--- src/rtl/ldst_seq_pkg.sv ---
package ldst_seq_pkg;
  typedef enum logic [1:0] {
    OP_ADD = 2'd0,
    OP_LD  = 2'd1,
    OP_ST  = 2'd2,
    OP_BAD = 2'd3
  } op_kind_e;

  typedef enum logic [2:0] {
    PH_IDLE = 3'd0,
    PH_RD   = 3'd1,
    PH_ADR  = 3'd2,
    PH_WR   = 3'd3,
    PH_ST   = 3'd4
  } phase_e;
endpackage

--- src/rtl/ldst_seq_fsm.sv ---
module ldst_seq_fsm
  import ldst_seq_pkg::*;
(
  input  logic     clk_i,
  input  logic     rst_ni,
  input  logic     issue_i,
  input  logic [1:0] op_i,
  input  op_kind_e op_q_i,
  input  logic     rd_gnt_i,
  input  logic     adr_gnt_i,
  input  logic     wr_gnt_i,
  input  logic     st_gnt_i,
  output logic     cap_issue_o,
  output logic     cap_rd_o,
  output logic     cap_adr_o,
  output phase_e   phase_o
);
  phase_e ph_q, ph_d;

  always_comb begin
    ph_d        = ph_q;
    cap_issue_o = 1'b0;
    cap_rd_o    = 1'b0;
    cap_adr_o   = 1'b0;
    case (ph_q)
      PH_IDLE: if (issue_i && (op_i != OP_BAD)) begin
        ph_d        = PH_RD;
        cap_issue_o = 1'b1;
      end
      PH_RD: if (rd_gnt_i) begin
        cap_rd_o = 1'b1;
        ph_d     = (op_q_i == OP_ADD) ? PH_WR : PH_ADR;
      end
      PH_ADR: if (adr_gnt_i) begin
        cap_adr_o = 1'b1;
        ph_d      = (op_q_i == OP_LD) ? PH_WR : PH_ST;
      end
      PH_WR:   if (wr_gnt_i) ph_d = PH_IDLE;
      PH_ST:   if (st_gnt_i) ph_d = PH_IDLE;
      default: ph_d = PH_IDLE;
    endcase
  end

  always_ff @(posedge clk_i or negedge rst_ni) begin
    if (!rst_ni) ph_q <= PH_IDLE;
    else         ph_q <= ph_d;
  end

  assign phase_o = ph_q;
endmodule

--- src/rtl/ldst_seq_dp.sv ---
module ldst_seq_dp
  import ldst_seq_pkg::*;
#(
  parameter int W = 32
) (
  input  logic         clk_i,
  input  logic         rst_ni,
  input  logic         cap_issue_i,
  input  logic         cap_rd_i,
  input  logic         cap_adr_i,
  input  logic [1:0]   op_i,
  input  logic [W-1:0] imm_i,
  input  logic [W-1:0] src1_i,
  input  logic [W-1:0] src2_i,
  input  logic [W-1:0] ld_data_i,
  output op_kind_e     op_q_o,
  output logic [W-1:0] addr_o,
  output logic [W-1:0] result_o,
  output logic [W-1:0] st_data_o
);
  op_kind_e     op_q;
  logic [W-1:0] imm_q, s1_q, s2_q, addr_q, res_q;

  always_ff @(posedge clk_i or negedge rst_ni) begin
    if (!rst_ni) begin
      op_q   <= OP_ADD;
      imm_q  <= '0;
      s1_q   <= '0;
      s2_q   <= '0;
      addr_q <= '0;
      res_q  <= '0;
    end else begin
      if (cap_issue_i) begin
        op_q  <= op_kind_e'(op_i);
        imm_q <= imm_i;
      end
      if (cap_rd_i) begin
        s1_q <= src1_i;
        s2_q <= src2_i;
        if (op_q == OP_ADD) res_q <= src1_i + src2_i;
      end
      if (cap_adr_i) begin
        addr_q <= s1_q + imm_q;
        if (op_q == OP_LD) res_q <= ld_data_i;
      end
    end
  end

  assign op_q_o    = op_q;
  assign addr_o    = addr_q;
  assign result_o  = res_q;
  assign st_data_o = s2_q;
endmodule

--- src/rtl/ldst_seq.sv ---
module ldst_seq
  import ldst_seq_pkg::*;
#(
  parameter int W = 32
) (
  input  logic         clk_i,
  input  logic         rst_ni,
  input  logic         issue_i,
  input  logic [1:0]   op_i,
  input  logic [W-1:0] imm_i,
  input  logic [W-1:0] src1_i,
  input  logic [W-1:0] src2_i,
  input  logic [W-1:0] ld_data_i,
  output logic         rd_req_o,
  input  logic         rd_gnt_i,
  output logic         adr_req_o,
  input  logic         adr_gnt_i,
  output logic         wr_req_o,
  input  logic         wr_gnt_i,
  output logic         st_req_o,
  input  logic         st_gnt_i,
  output logic         busy_o,
  output logic [1:0]   op_o,
  output logic [W-1:0] addr_o,
  output logic [W-1:0] result_o,
  output logic [W-1:0] st_data_o
);
  op_kind_e op_q;
  phase_e   phase;
  logic     cap_issue, cap_rd, cap_adr;

  ldst_seq_fsm u_fsm (
    .clk_i       (clk_i),
    .rst_ni      (rst_ni),
    .issue_i     (issue_i),
    .op_i        (op_i),
    .op_q_i      (op_q),
    .rd_gnt_i    (rd_gnt_i),
    .adr_gnt_i   (adr_gnt_i),
    .wr_gnt_i    (wr_gnt_i),
    .st_gnt_i    (st_gnt_i),
    .cap_issue_o (cap_issue),
    .cap_rd_o    (cap_rd),
    .cap_adr_o   (cap_adr),
    .phase_o     (phase)
  );

  ldst_seq_dp #(.W(W)) u_dp (
    .clk_i       (clk_i),
    .rst_ni      (rst_ni),
    .cap_issue_i (cap_issue),
    .cap_rd_i    (cap_rd),
    .cap_adr_i   (cap_adr),
    .op_i        (op_i),
    .imm_i       (imm_i),
    .src1_i      (src1_i),
    .src2_i      (src2_i),
    .ld_data_i   (ld_data_i),
    .op_q_o      (op_q),
    .addr_o      (addr_o),
    .result_o    (result_o),
    .st_data_o   (st_data_o)
  );

  assign rd_req_o  = (phase == PH_RD);
  assign adr_req_o = (phase == PH_ADR);
  assign wr_req_o  = (phase == PH_WR);
  assign st_req_o  = (phase == PH_ST);
  assign busy_o    = (phase != PH_IDLE);
  assign op_o      = op_q;
endmodule

--- config.mk ---
export PLATFORM = sky130hd
export DESIGN_NAME = ldst_seq
export DESIGN_NICKNAME = d
export VERILOG_FILES = /design/src/rtl/ldst_seq_pkg.sv /design/src/rtl/ldst_seq_fsm.sv /design/src/rtl/ldst_seq_dp.sv /design/src/rtl/ldst_seq.sv
export SDC_FILE = /design/constraint.sdc
export NUM_CORES = 1
export LEC_CHECK = 0
export BUFFER_PORTS_ARGS = -buffer_cell sky130_fd_sc_hd__buf_4
export CAP_MARGIN = 20
export CORE_MARGIN = 2
export CORE_UTILIZATION = 50
export CTS_CLUSTER_SIZE = 25
export DETAILED_ROUTE_END_ITERATION = 8
export PLACE_DENSITY_LB_ADDON = 0.05
export SLEW_MARGIN = 20
export SYNTH_ARGS = -nofsm -noshare
export SYNTH_HDL_FRONTEND = slang
export SYNTH_SLANG_ARGS = --single-unit
--- constraint.sdc ---
create_clock -name clk_i -period 8.3 [get_ports clk_i]
set_input_delay 2.075 -clock clk_i [delete_from_list [all_inputs] [get_ports clk_i]]
set_output_delay 2.075 -clock clk_i [all_outputs]
set_load 0.1 [all_outputs]
==> results of run 1 <==
-- final cells by class --
class                   count  area (sq um)
repair buffers            247          1858
flip-flops and latches    165          4129
inverters                  14         52.55
multi-input cells         831          5125
well taps                 234         292.8
fillers                  1710          6671
clock buffers              24         461.7
clock inverters             8         52.55
-- sequential cells by signal (all words and copies together), names as in the netlist --
register        cells
u_dp.addr_o        32
u_dp.op_q_o         2
u_dp.imm_q         32
u_dp.st_data_o     32
u_dp.s1_q          32
u_dp.result_o      32
u_fsm.phase_o       3
-- kinds of logic (layout without fill, tap and decap cells) --
family          Yosys count  in the layout  synth area share (%)
buf+inv                  66            293                 2.635
fa+ha+maj                64             64                 8.591
flops                   165            165                 43.48
compound gates          264            264                 17.49
xor+xnor                 52             52                 4.796
mux                      42             42                 4.902
simple gates            409            409                 18.11
-- layer usage --
layer	up-vias	track usage, %	routed length [um]
li1	4134	-	-
met5	-	0	0
met1	3860	37.93	12330
met3	37	5.366	1706
met2	283	40.73	11790
met4	0	7.053	405
-- worst max-delay path, cell delays in order --
cell      delay [ns]
buf_4           0.12
ha_1            0.25
fa_1            0.44
a211oi_1        0.32
o21bai_1        0.17
a32o_1          0.25
a21oi_2         0.15
o41ai_2         0.11
a31o_2          0.29
a21o_1          0.18
a211o_1         0.29
a31o_1          0.21
-- metrics by stage --
step                setup slack [ns]  instances  instance area, sq um  hold slack [ns]
global placement               3.379       1491                 11460           0.4594
detailed placement             3.337       1491                 11460           0.4639
finish                         3.769       1523                 11970           0.4730
global route                   3.574       1523                 11970           0.4945
floorplan                      3.343       1062                  9495           0.4523
CTS                            3.774       1523                 11970           0.4782
-- cells in the final DEF, fill, tap and decap left out, drive strengths merged, types with 5 or more instances in the layout --
master | netlist | final
clkinv | 0 | 5
a211o | 5 | 5
nor2 | 50 | 50
xnor2 | 29 | 29
a211oi | 8 | 8
nand2b | 12 | 12
o21bai | 8 | 8
nand2 | 282 | 282
a22oi | 9 | 9
nor3 | 12 | 12
nand3 | 12 | 12
nand4 | 12 | 12
ha | 62 | 62
mux2 | 36 | 36
and2 | 8 | 8
xor2 | 23 | 23
clkbuf | 46 | 24
o21ai | 83 | 83
dfrtp | 165 | 165
a31oi | 11 | 11
a21oi | 76 | 76
inv | 14 | 15
buf | 6 | 247
a21o | 27 | 27
nor3b | 8 | 8
mux2i | 6 | 6
-- final timing paths --
check / startpoint / endpoint / slack (ns) / cells past startpoint
max reg2reg: u_fsm.phase_o[1] / u_dp.result_o[26] / 5.06 / 7
max: src1_i[0] / u_dp.result_o[26] / 3.77 / 12
min: u_dp.st_data_o[18] / u_dp.st_data_o[18] / 0.47 / 2
min reg2reg: u_dp.st_data_o[18] / u_dp.st_data_o[18] / 0.47 / 2
max in group asynchronous: rst_ni / u_dp.s1_q[23] / 5.44 / 2
min in group asynchronous: rst_ni / u_dp.addr_o[4] / 1.62 / 1
==> flow_summary.yaml, run 1 <==
status:
  status: "finished, final reports clean"
route:
  vias: 8314
  drc: 0
  firstDrtPassIters: 6
  drt-initial-drc-count: 424
  totalWireLength_um: 26220
  wl_per_cell_um: 17.22
  drtAntennaViolNets: 0
  viasPerCell: 5.459
timing:
  slew_violations: 0
  fin_crit_sh_pct: 54.59
  finalSetupViolations: 0
  fin_skew_ns: 0.01089
  period_minus_slack_ns: 4.531
  setup_tns_ns: 0
  slew_headroom_pct: 30.15
  fmax_mhz: 220.7
  hold_viol_final: 0
  rsz0062_at_grt: "no"
  tightest_slew_ns: 1.044
die:
  die_x_um: 141.8
  rows: 50
  start_util_pct: 50.93
  core_sq_um: 18640
  ios: 240
  die-area_sq_um: 20110
  die_h_um: 141.8
synth:
  ys_seq_elements: 165
  yosysMostFrequentCell: "nand2_1"
  syn_nets: 1263
  synthCells: 1062
  yosys.area.top_type_share_pct: 43.48
  synth_edf_count: 0
  synth_warnings: 0
  synthArstFlopShare_pct: 100.0
  synth-main-ff-cell: "dfrtp_1"
  synthTopCellsByArea: "dfrtp_1, nand2_1, ha_1, mux2_2, a21oi_1"
  synthTopCellsByCount: "nand2_1, dfrtp_1, a21oi_1"
  synth.distinct_cells: 60
  syn_area_sq_um: 9495
  ys_seq_area_share_pct: 43.48
  yosys.area.top_type: "dfrtp_1"
  avgSynthCellArea_sq_um: 8.941
cts:
  clk_pin_slew_worst_paths_ns: 0.07
  post_cts_buffers: 0
  hold_buffers: 0
  htree_num_levels: 4
  clock_path_buffers: 2
  root_buffer: "clkbuf_16"
  insertion_delay_ns: 0.43
  cts_resized: 0
  cts_num_sinks: 165
  cts_tree: "built"
  cts_buffers: 17
layout:
  fin_nets: 1477
  syn2layout_area_growth_pct: 26.08
  fin_util_pct: 64.21
  drive_gt1_share_pct: 25.21
  diodes: 0
global_routing:
  grt_usage_pct: 26.34
  grt_pass1_vias: 8022
  grt-ovfl-total: 0
  grt_pass1_wl_um: 41500
  antenna_found_initial: 0
  grt_max_degree: 66
worst_setup_path:
  critical_path_class: "input pin to register"
  worstPathArrival_ns: 4.85
  worstPathRequired_ns: 8.62
  start_kind: "input pin"
  critPathCaptureType: "register"
  cp_max_fo: 3
flow_run:
  drv_cap: 0
place:
  io_buffers: 239
  dp_hpwl_um: 19710
  place.gp.congestion: 0.9074
min_path:
  hp-class: "register to register"
Power of run 1 is not shown: default switching activity piles up to over one toggle a cycle in this logic, so the estimate is an artifact.
==> run 2: changes to the inputs <==
- CORE_UTILIZATION: 50 -> 49
- clock period: 8.3 -> 4.15 ns (I/O delays scaled with it)
==> run 2 against run 1 <==
Net effect: count of clock-buffer cells in the layout up 2; routed wire length up 0.62%; first-iteration DRC count up 4.7%; cell area up 1.3%; core utilization up 0.17 points; via count up 0.30%; hold slack better by 0.0036 ns; global-route usage up 0.091 points; die area up 2.0%; clock skew down 0.00076 ns; largest cell class unchanged.
==> flow_summary.yaml, run 2 (synthesis results as in run 1) <==
die:
  start_util_pct: 50.43
  die_x_um: 143.2
  die_h_um: 143.2
  rows: 50
  ios: 240
  die-area_sq_um: 20510
  core_sq_um: 18830
cts:
  clock_path_buffers: 2
  cts_buffers: 17
  htree_num_levels: 4
  insertion_delay_ns: 0.44
  post_cts_buffers: 0
  hold_buffers: 0
  cts_tree: "built"
  root_buffer: "clkbuf_16"
  cts_num_sinks: 165
  clk_pin_slew_worst_paths_ns: 0.06
  cts_resized: 0
layout:
  drive_gt1_share_pct: 25.64
  final_cell_mix: "nand2_1, buf_4, dfrtp_1"
  fin_nets: 1479
  syn2layout_area_growth_pct: 27.68
  final_common_cell: "nand2_1"
  diodes: 0
worst_setup_path:
  critPathLaunch: "src1_i[0]"
  r2r_start: "u_dp.s1_q[0]"
  worstPathArrival_ns: 3.81
  crit_chain: "buf_4 -> ha_1 -> fa_1 -> a211oi_1 -> o21bai_1 -> a32o_1 -> a21oi_2 -> o41ai_2 -> a31o_2 -> a21o_1 -> a211o_1 -> a31o_1"
  r2r_cells: 12
  critPathCaptureType: "register"
  cp_max_fo: 3
  r2r_slack_ns: 0.96
  worstPathRequired_ns: 4.48
  reg2reg_to: "u_dp.addr_o[30]"
  start_kind: "input pin"
  crit_end: "u_dp.result_o[26]"
  cpMaxStageDelayCell: "fa_1"
  critical_path_class: "input pin to register"
  slowest_delay_ns: 0.44
route:
  drc: 0
  drt-initial-drc-count: 444
  totalWireLength_um: 26390
  viasPerCell: 5.377
  wl_per_cell_um: 17.01
  drtAntennaViolNets: 0
  vias: 8339
  firstDrtPassIters: 5
timing:
  slew_headroom_pct: 32.96
  setup_tns_ns: 0
  period_minus_slack_ns: 3.478
  rsz0062_at_grt: "no"
  finalSetupViolations: 0
  worst_slack_ns: 0.6723
  slew_violations: 0
  hold_viol_final: 0
  fin_skew_ns: 0.01013
  fmax_mhz: 287.5
  tightest_slew_ns: 1.006
  fin_crit_sh_pct: 83.80
global_routing:
  antenna_found_initial: 0
  grt_pass1_wl_um: 42030
  grt-ovfl-total: 0
  grt_pass1_vias: 8056
  grt_usage_pct: 26.43
  grt_max_degree: 79
place:
  io_buffers: 239
  dp_slack_ns: 0.2325
  dp_hpwl_um: 19850
  place.gp.congestion: 0.9277
flow_run:
  drv_cap: 0
status:
  status: "finished, final reports clean"
min_path:
  hp-class: "register to register"
==> run 2: layout make-up <==
class | instances | area, sq um
Clock inverter | 6 | 87.58
Inverter | 14 | 52.55
Timing Repair Buffer | 249 | 1886
Fill cell | 1674 | 6706
Clock buffer | 26 | 509.2
Sequential cell | 165 | 4129
Tap cell | 260 | 325.3
Multi-Input combinational cell | 831 | 5135
==> run 2: how the worst min path moves through the flow <==
stage / startpoint / end / slack, ns / depth (start not counted)
after CTS: u_dp.st_data_o[11] / u_dp.st_data_o[11] / 0.48 / 2
after global routing: u_dp.addr_o[18] / u_dp.addr_o[18] / 0.50 / 2
final: u_dp.st_data_o[11] / u_dp.st_data_o[11] / 0.48 / 2
after detailed placement: u_dp.st_data_o[11] / u_dp.st_data_o[11] / 0.46 / 2
after global placement: u_dp.st_data_o[2] / u_dp.st_data_o[2] / 0.46 / 2
after floorplan: u_dp.s1_q[0] / u_dp.s1_q[0] / 0.45 / 2
==> run 2: routing by layer <==
| layer | global-route usage, % | wire (um) |
|---|---|---|
| met3 | 5.667 | 1647 |
| met4 | 8.181 | 485 |
| met2 | 39.86 | 11770 |
| met1 | 38.12 | 12490 |
| met5 | 0 | 0 |
==> run 2: metrics by stage <==
| step | hold WS, ns | utilization (%) | std cells | cell area [sq um] |
|---|---|---|---|---|
| after global placement | 0.4598 | 61.22 | 1519 | 11530 |
| after detailed placement | 0.4638 | 61.22 | 1519 | 11530 |
| after CTS | 0.4793 | 64.39 | 1551 | 12120 |
| after global routing | 0.4964 | 64.39 | 1551 | 12120 |
| final | 0.4766 | 64.39 | 1551 | 12120 |
| after floorplan | 0.4523 | - | 1062 | 9505 |
==> run 2: worst max-delay path: cells and delay by family <==
| family | cells | cell delay (ns) |
|---|---|---|
| AOI/OAI and AO/OA | 9 | 1.96 |
| adders and majority gates | 2 | 0.68 |
| buffers and inverters | 1 | 0.12 |
Power of run 2 is left out for the same reason.
